[config.mk]
export PLATFORM = sky130hd
export DESIGN_NAME = sru_core
export DESIGN_NICKNAME = d
export VERILOG_FILES = /design/src/rtl/sru_pkg.sv /design/src/rtl/sru_popcount.sv /design/src/rtl/sru_decode.sv /design/src/rtl/sru_mover.sv /design/src/rtl/sru_core.sv
export SDC_FILE = /design/constraint.sdc
export NUM_CORES = 1
export LEC_CHECK = 0
export ABC_AREA = 1
export BUFFER_PORTS_ARGS = -buffer_cell sky130_fd_sc_hd__buf_2
export CAP_MARGIN = 20
export CORE_MARGIN = 2
export CORE_UTILIZATION = 58
export CTS_BUF_LIST = sky130_fd_sc_hd__clkbuf_4 sky130_fd_sc_hd__clkbuf_8
export CTS_CLUSTER_DIAMETER = 60
export DETAILED_ROUTE_END_ITERATION = 7
export PLACE_DENSITY = 0.8
export SYNTH_ARGS = -nofsm -noshare
export SYNTH_HDL_FRONTEND = slang
export SYNTH_HIERARCHICAL = 1
export SYNTH_SLANG_ARGS = --single-unit
[constraint.sdc]
create_clock -name clk -period 1.3 [get_ports clk]
set_input_delay 0.195 -clock clk [delete_from_list [all_inputs] [get_ports clk]]
set_output_delay 0.195 -clock clk [all_outputs]
set_load 0.02 [all_outputs]
[src/rtl/sru_pkg.sv]
package sru_pkg;

    // Width of one data register; the joined pair is twice this.
    parameter int unsigned WORD_W  = 18;
    // Width of the population-coded step field.
    parameter int unsigned FIELD_W = 9;

    localparam int unsigned PAIR_W  = 2 * WORD_W;
    localparam int unsigned STEP_W  = $clog2(FIELD_W + 1);
    localparam int unsigned INSTR_W = FIELD_W + 4;

    // Target selection, bits 10:9 of the instruction slice.
    typedef enum logic [1:0] {
        TGT_NONE  = 2'b00,
        TGT_ACC   = 2'b01,
        TGT_INOUT = 2'b10,
        TGT_PAIR  = 2'b11
    } tgt_e;

    typedef struct packed {
        logic              right;
        logic              arith;
        tgt_e              tgt;
        logic [STEP_W-1:0] steps;
    } sru_op_t;

    typedef struct packed {
        logic [WORD_W-1:0] ac;
        logic [WORD_W-1:0] io;
        logic              done;
    } sru_state_t;

endpackage

[src/rtl/sru_popcount.sv]
module sru_popcount #(
    parameter int unsigned IN_W  = 9,
    parameter int unsigned OUT_W = 4
) (
    input  logic [IN_W-1:0]  bits_i,
    output logic [OUT_W-1:0] count_o
);

    // Running sums, one stage per input bit.
    logic [OUT_W-1:0] partial [IN_W+1];

    assign partial[0] = '0;

    genvar g;
    generate
        for (g = 0; g < IN_W; g++) begin : g_stage
            assign partial[g+1] = partial[g] + OUT_W'(bits_i[g]);
        end
    endgenerate

    assign count_o = partial[IN_W];

endmodule

[src/rtl/sru_decode.sv]
module sru_decode
    import sru_pkg::*;
(
    input  logic [INSTR_W-1:0] instr_i,
    output sru_op_t            op_o
);

    logic [STEP_W-1:0] steps;

    sru_popcount #(
        .IN_W  (FIELD_W),
        .OUT_W (STEP_W)
    ) u_count (
        .bits_i  (instr_i[FIELD_W-1:0]),
        .count_o (steps)
    );

    always_comb begin
        op_o.right = instr_i[FIELD_W+3];
        op_o.arith = instr_i[FIELD_W+2];
        op_o.tgt   = tgt_e'(instr_i[FIELD_W+1:FIELD_W]);
        op_o.steps = steps;
    end

endmodule

[src/rtl/sru_mover.sv]
module sru_mover #(
    parameter int unsigned W      = 18,
    parameter int unsigned STEP_W = 4
) (
    input  logic [W-1:0]      data_i,
    input  logic [STEP_W-1:0] steps_i,
    input  logic              right_i,
    input  logic              arith_i,
    output logic [W-1:0]      data_o
);

    localparam int unsigned MAG_W = W - 1;

    logic [2*W-1:0]   ring;
    logic [2*W-1:0]   ring_l;
    logic [2*W-1:0]   ring_r;
    logic [W-1:0]     rot_res;
    logic             sign;
    logic [MAG_W-1:0] mag;
    logic [MAG_W-1:0] fill;
    logic [MAG_W-1:0] ones;
    logic [MAG_W-1:0] keep_r;
    logic [MAG_W-1:0] keep_l;
    logic [MAG_W-1:0] mag_res;

    // Rotate: both copies of the word side by side; pick the window.
    always_comb begin
        ring    = {data_i, data_i};
        ring_l  = ring << steps_i;
        ring_r  = ring >> steps_i;
        rot_res = right_i ? ring_r[W-1:0] : ring_l[2*W-1:W];
    end

    // Arithmetic: sign stays, vacated magnitude bits copy the sign.
    always_comb begin
        sign    = data_i[W-1];
        mag     = data_i[MAG_W-1:0];
        fill    = {MAG_W{sign}};
        ones    = '1;
        keep_r  = ones >> steps_i;
        keep_l  = ones << steps_i;
        if (right_i) begin
            mag_res = (mag >> steps_i) | (fill & ~keep_r);
        end else begin
            mag_res = (mag << steps_i) | (fill & ~keep_l);
        end
    end

    assign data_o = arith_i ? {sign, mag_res} : rot_res;

endmodule

[src/rtl/sru_core.sv]
module sru_core
    import sru_pkg::*;
(
    input  logic               clk,
    input  logic               rst_n,
    input  logic               exec_i,
    input  logic [12:0]        instr_i,
    input  logic [17:0]        ac_i,
    input  logic [17:0]        io_i,
    output logic [17:0]        ac_o,
    output logic [17:0]        io_o,
    output logic               done_o
);

    sru_op_t           op;
    logic [WORD_W-1:0] single_in  [2];
    logic [WORD_W-1:0] single_out [2];
    logic [PAIR_W-1:0] pair_out;
    sru_state_t        state_d;
    sru_state_t        state_q;

    sru_decode u_decode (
        .instr_i (instr_i),
        .op_o    (op)
    );

    assign single_in[0] = ac_i;
    assign single_in[1] = io_i;

    // One mover per register on its own, index 0 = AC, 1 = IO.
    genvar g;
    generate
        for (g = 0; g < 2; g++) begin : g_single
            sru_mover #(
                .W      (WORD_W),
                .STEP_W (STEP_W)
            ) u_mover (
                .data_i  (single_in[g]),
                .steps_i (op.steps),
                .right_i (op.right),
                .arith_i (op.arith),
                .data_o  (single_out[g])
            );
        end
    endgenerate

    // Joined pair: AC is the upper half and carries the only sign.
    sru_mover #(
        .W      (PAIR_W),
        .STEP_W (STEP_W)
    ) u_pair (
        .data_i  ({ac_i, io_i}),
        .steps_i (op.steps),
        .right_i (op.right),
        .arith_i (op.arith),
        .data_o  (pair_out)
    );

    always_comb begin
        state_d      = state_q;
        state_d.done = exec_i;
        if (exec_i) begin
            state_d.ac = ac_i;
            state_d.io = io_i;
            unique case (op.tgt)
                TGT_ACC:   state_d.ac = single_out[0];
                TGT_INOUT: state_d.io = single_out[1];
                TGT_PAIR:  {state_d.ac, state_d.io} = pair_out;
                default:   ;
            endcase
        end
    end

    always_ff @(posedge clk or negedge rst_n) begin
        if (!rst_n) begin
            state_q <= '0;
        end else begin
            state_q <= state_d;
        end
    end

    assign ac_o   = state_q.ac;
    assign io_o   = state_q.io;
    assign done_o = state_q.done;

endmodule

==> results of run 1 <==
-- metrics by stage --
step / setup TNS [ns] / setup slack (ns) / area (µm²) / hold slack, ns
floorplan: -90.55 / -2.53 / 11300 / -0.101
global placement: -110.94 / -3.25 / 13600 / 0.257
detailed placement: -113.95 / -3.34 / 13600 / 0.264
CTS: -95.46 / -2.72 / 14900 / 0.301
-- cells in the mapped netlist, types with 3 or more instances --
cell type  number  share of area (%)
a21oi_1        24                1.1
dfrtp_1        37                8.3
nand3_1       840                 38
nor2_1        151                5.1
buf_2          72                3.2
nand3b_1        7               0.47
o21a_1          3               0.20
nor2_2          5               0.28
inv_2          13               0.44
buf_4          24                1.6
o211ai_1       38                2.6
buf_1          35                1.2
o31ai_1         8               0.54
fa_1            5               0.90
o21ai_0        45                2.0
nand2_1       840                 28
clkbuf_1       20               0.67
buf_6          15                1.5
o21ai_1        20               0.90
inv_1          58                2.0
-- layer usage --
layer,GRT usage (%),overflow
met5,27.6,1
met1,80.0,1
met3,63.3,2
met2,94.0,43
met4,77.0,39
-- logic make-up after synthesis --
group                      Yosys count  synth area share (%)
and+or+nand+nor                   1848                  72.2
buffers and inverters              240                  10.8
AOI/OAI and AO/OA                  142                  7.58
DFF                                 37                  8.32
adders and majority gates            7                  1.12
-- repair_timing --
item | CTS
endpoints found under the hold margin | 37
hold buffers | 1
pin swaps | 45
resized for setup | 247
buffers inserted | 16
cloned | 8
endpoints found under the setup margin | 36
==> flow_summary.json, run 1 <==
{
  "io_buffers": 88,
  "syn_inst": 2274,
  "worst_path_end_type": "register input",
  "htree_levels": 2,
  "track_usage_pct": 78.5,
  "clockRootBuffer": "clkbuf_8",
  "cts.sinks": 37,
  "io_pins": 89,
  "haltStage": "5_1_grt",
  "ys_seq_area_share_pct": 8.32,
  "synthDistinctLibCells": 28,
  "status": "aborted with a tool error",
  "toolErrorMsg": "[ERROR GRT-0232] Routing congestion too high. Check the congestion heatmap in the GUI.",
  "rows": 50,
  "ys.flop_type": "dfrtp_1",
  "yosysWarnings": 6,
  "dieWidth_um": 143,
  "grt_max_degree": 74,
  "grt-worst-endpoint": "ac_o[6]$_DFFE_PN0P_/D",
  "async_flop_share_pct": 100,
  "syn_nets": 2333,
  "place.gp.congestion": 1.17,
  "die_y_um": 143,
  "synth_edf_count": 0,
  "placedCellCount": 2709,
  "synthesis.area_um2": 11100,
  "synth-seq-cells": 37,
  "numCtsBuffers": 5,
  "clk_path_buf_depth": 2,
  "floorplan.initialDensity_pct": 59.3,
  "hpwlAfterDp_mm": 41.6,
  "avgSynthCellArea_um2": 4.89,
  "grt-ovfl-total": 86
}
==> run 2: changes to the inputs <==
Settings changed: CORE_UTILIZATION 58 to 40, CTS_BUF_LIST sky130_fd_sc_hd__clkbuf_4 sky130_fd_sc_hd__clkbuf_8 to default, CTS_CLUSTER_DIAMETER 60 to default, PLACE_DENSITY 0.8 to default, PLACE_DENSITY_LB_ADDON from default to 0.15.
==> run 2 against run 1 <==
  * Area after synthesis stayed put
  * The flow now finishes, with violations (design-rule violations, negative setup slack)
  * Synthesized cell count stayed put
==> flow_summary.json, run 2 <==
{
  "hold-worst-slack_ns": 0.281,
  "setup-tns-final_ns": -99.36,
  "vias": 18300,
  "hold_start": "exec_i",
  "io_pins": 89,
  "final_common_cell": "nand2_1",
  "cellLeakagePower_nw": 8.56,
  "clock_latency_ns": 0.28,
  "antenna_found_initial": 0,
  "finalHoldViolCount": 0,
  "cp-start-kind": "input port",
  "die_area_um2": 29200,
  "worstSetupPathType": "in2reg",
  "synth_edf_count": 0,
  "dpl_cell_area_um2": 14200,
  "syn_inst": 2274,
  "drc_errors": 1,
  "violations": "design-rule violations, negative setup slack",
  "maxSlewHeadroom_pct": 54.2,
  "reg2reg_from": "io_o[9]",
  "yosysWarnings": 6,
  "rows": 61,
  "fmax_mhz": 239,
  "grt-ovfl-total": 0,
  "place.gp.congestion": 1.06,
  "grt_pass1_vias": 16800,
  "synth_top_area_share_pct": 37.8,
  "synthesis.area_um2": 11100,
  "cts.sinks": 37,
  "async_flop_share_pct": 100,
  "status": "finished with violations",
  "floorplan.initialDensity_pct": 40.4,
  "htree_levels": 2,
  "drt_wl_total_mm": 64.6,
  "track_usage_pct": 42.7,
  "ant_nets": 0,
  "worst_slew_pin_slew_ns": 0.684,
  "clockRootBuffer": "clkbuf_16",
  "fin_nets": 2643,
  "synthTopCellsByCount": "nand2_1 (840), nand3_1 (840), nor2_1 (151), buf_2 (72), inv_1 (58)",
  "antenna_cells": 0,
  "syn_nets": 2333,
  "finalNonFillerCells": 2963,
  "io_buffers": 88,
  "setup_viol": 36,
  "clk_path_buf_depth": 2,
  "crit_fanout": 7,
  "rsz0062_at_grt": "yes",
  "final_cell_mix": "nand2_1 (733), nand3_1 (646), buf_4 (303)",
  "hp-class": "in2reg",
  "area_delta_synth_final_pct": 51.7,
  "drv_cap": 0,
  "vias_per_cell": 6.18,
  "final_area_um2": 16900,
  "setup_slack_ns": -2.88,
  "drv_slew": 0,
  "fillerInstances": 2837,
  "path_clk_slew_ns": 0.06,
  "drt_iter0_markers": 2692,
  "peakVddDrop_mv": 1.55,
  "post-route-util_pct": 61.3,
  "numCtsBuffers": 5,
  "hpwlAfterDp_mm": 48.5,
  "p_per_area_nw_per_um2": 2570,
  "cts_tree": "yes",
  "yosys-top-cells-area": "nand3_1 (38%), nand2_1 (28%), dfrtp_1 (8.3%), nor2_1 (5.1%), buf_2 (3.2%)",
  "die_y_um": 171,
  "endpoint_kind": "flip-flop",
  "period_share_pct": 322,
  "avgSynthCellArea_um2": 4.89,
  "first_pass_iters": 8,
  "synth_top_area_cell": "nand3_1",
  "clock_skew_ns": 0,
  "dpl_worst_slack_ns": -3.38,
  "ys.flop_type": "dfrtp_1",
  "placedCellCount": 2915,
  "fin_crit_ns": 4.18,
  "coreArea_um2": 27600,
  "synth-seq-cells": 37,
  "arrival_ns": 4.36,
  "grt_max_degree": 41,
  "wl_per_cell_um": 21.8,
  "ys_seq_area_share_pct": 8.32,
  "dieWidth_um": 171,
  "crit_required_ns": 1.47,
  "grt_pass1_wl_mm": 95.7,
  "crit_path_start": "instr_i[3]",
  "final_layout_size_suffix_gt1_share_pct": 33.6,
  "power_mw": 43.3,
  "synthDistinctLibCells": 28
}
[run 2: cell families (layout without fill, tap and decap cells)]
family,Yosys count,after routing,synth area share (%)
flip-flops,37,37,8.32
adder cells (fa/ha/maj),7,7,1.12
AO/OA/AOI/OAI,142,142,7.58
buffers and inverters,240,551,10.8
AND/OR/NAND/NOR,1848,1848,72.2
[run 2: power breakdown]
group / leakage, nW / total, mW / internal, mW / switching [mW]
clock network: 0.0702 / 1.24 / 0.715 / 0.527
logic: 8.07 / 40.5 / 15.6 / 24.9
registers: 0.424 / 1.58 / 1.41 / 0.174
total: 8.56 / 43.3 / 17.7 / 25.6
[run 2: cell type report]
cell class | count | area [µm²] | area share (%)
clock buffers | 5 | 125 | 0.741
clock inverters | 3 | 21.3 | 0.126
inverters | 74 | 335 | 1.99
multi-input cells | 1997 | 10900 | 64.3
flip-flops and latches | 37 | 926 | 5.48
well taps | 378 | 473 | 2.80
repair buffers | 469 | 4140 | 24.5
[run 2: final timing paths]
check                           end  slack, ns  cells past startpoint
max in group asynchronous   ac_o[5]       0.44                      3
hold reg to reg             ac_o[7]       0.49                      2
setup reg to reg            io_o[9]       0.61                      2
hold / removal               done_o       0.28                      2
setup / recovery           io_o[17]      -2.88                     22
min in group asynchronous   ac_o[4]       0.39                      2
[run 2: worst max-delay path, cell delays in order]
cell and delay, ns:
buf_8 0.08, inv_8 0.02, fa_1 0.49, fa_1 0.53, fa_1 0.44, fa_2 0.38
fa_2 0.60, inv_8 0.07, inv_8 0.08, buf_12 0.14, buf_16 0.14, buf_4 0.12
nand3_2 0.13, nand3_2 0.10, nand2_2 0.07, o21ai_2 0.14, buf_4 0.15, o21ai_1 0.09
nand3_2 0.10, nand2_1 0.09, nor2_2 0.13, nor2_1 0.06
[run 2: routing by layer]
layer / routed length, µm / track usage [%]
met3: 6740 / 8.98
met4: 4280 / 23.4
met1: 25700 / 55.2
met5: 0 / 0
met2: 27900 / 66.3
[run 2: repair_timing]
item                                    CTS  global route
gates cloned                             10             2
gates resized for setup                 300           206
buffers inserted                         16            13
hold buffers                              1             0
pin swaps                                92            75
endpoints found under the setup margin   36            36
endpoints found under the hold margin    15             0
Power figures use the tool's default switching activity.
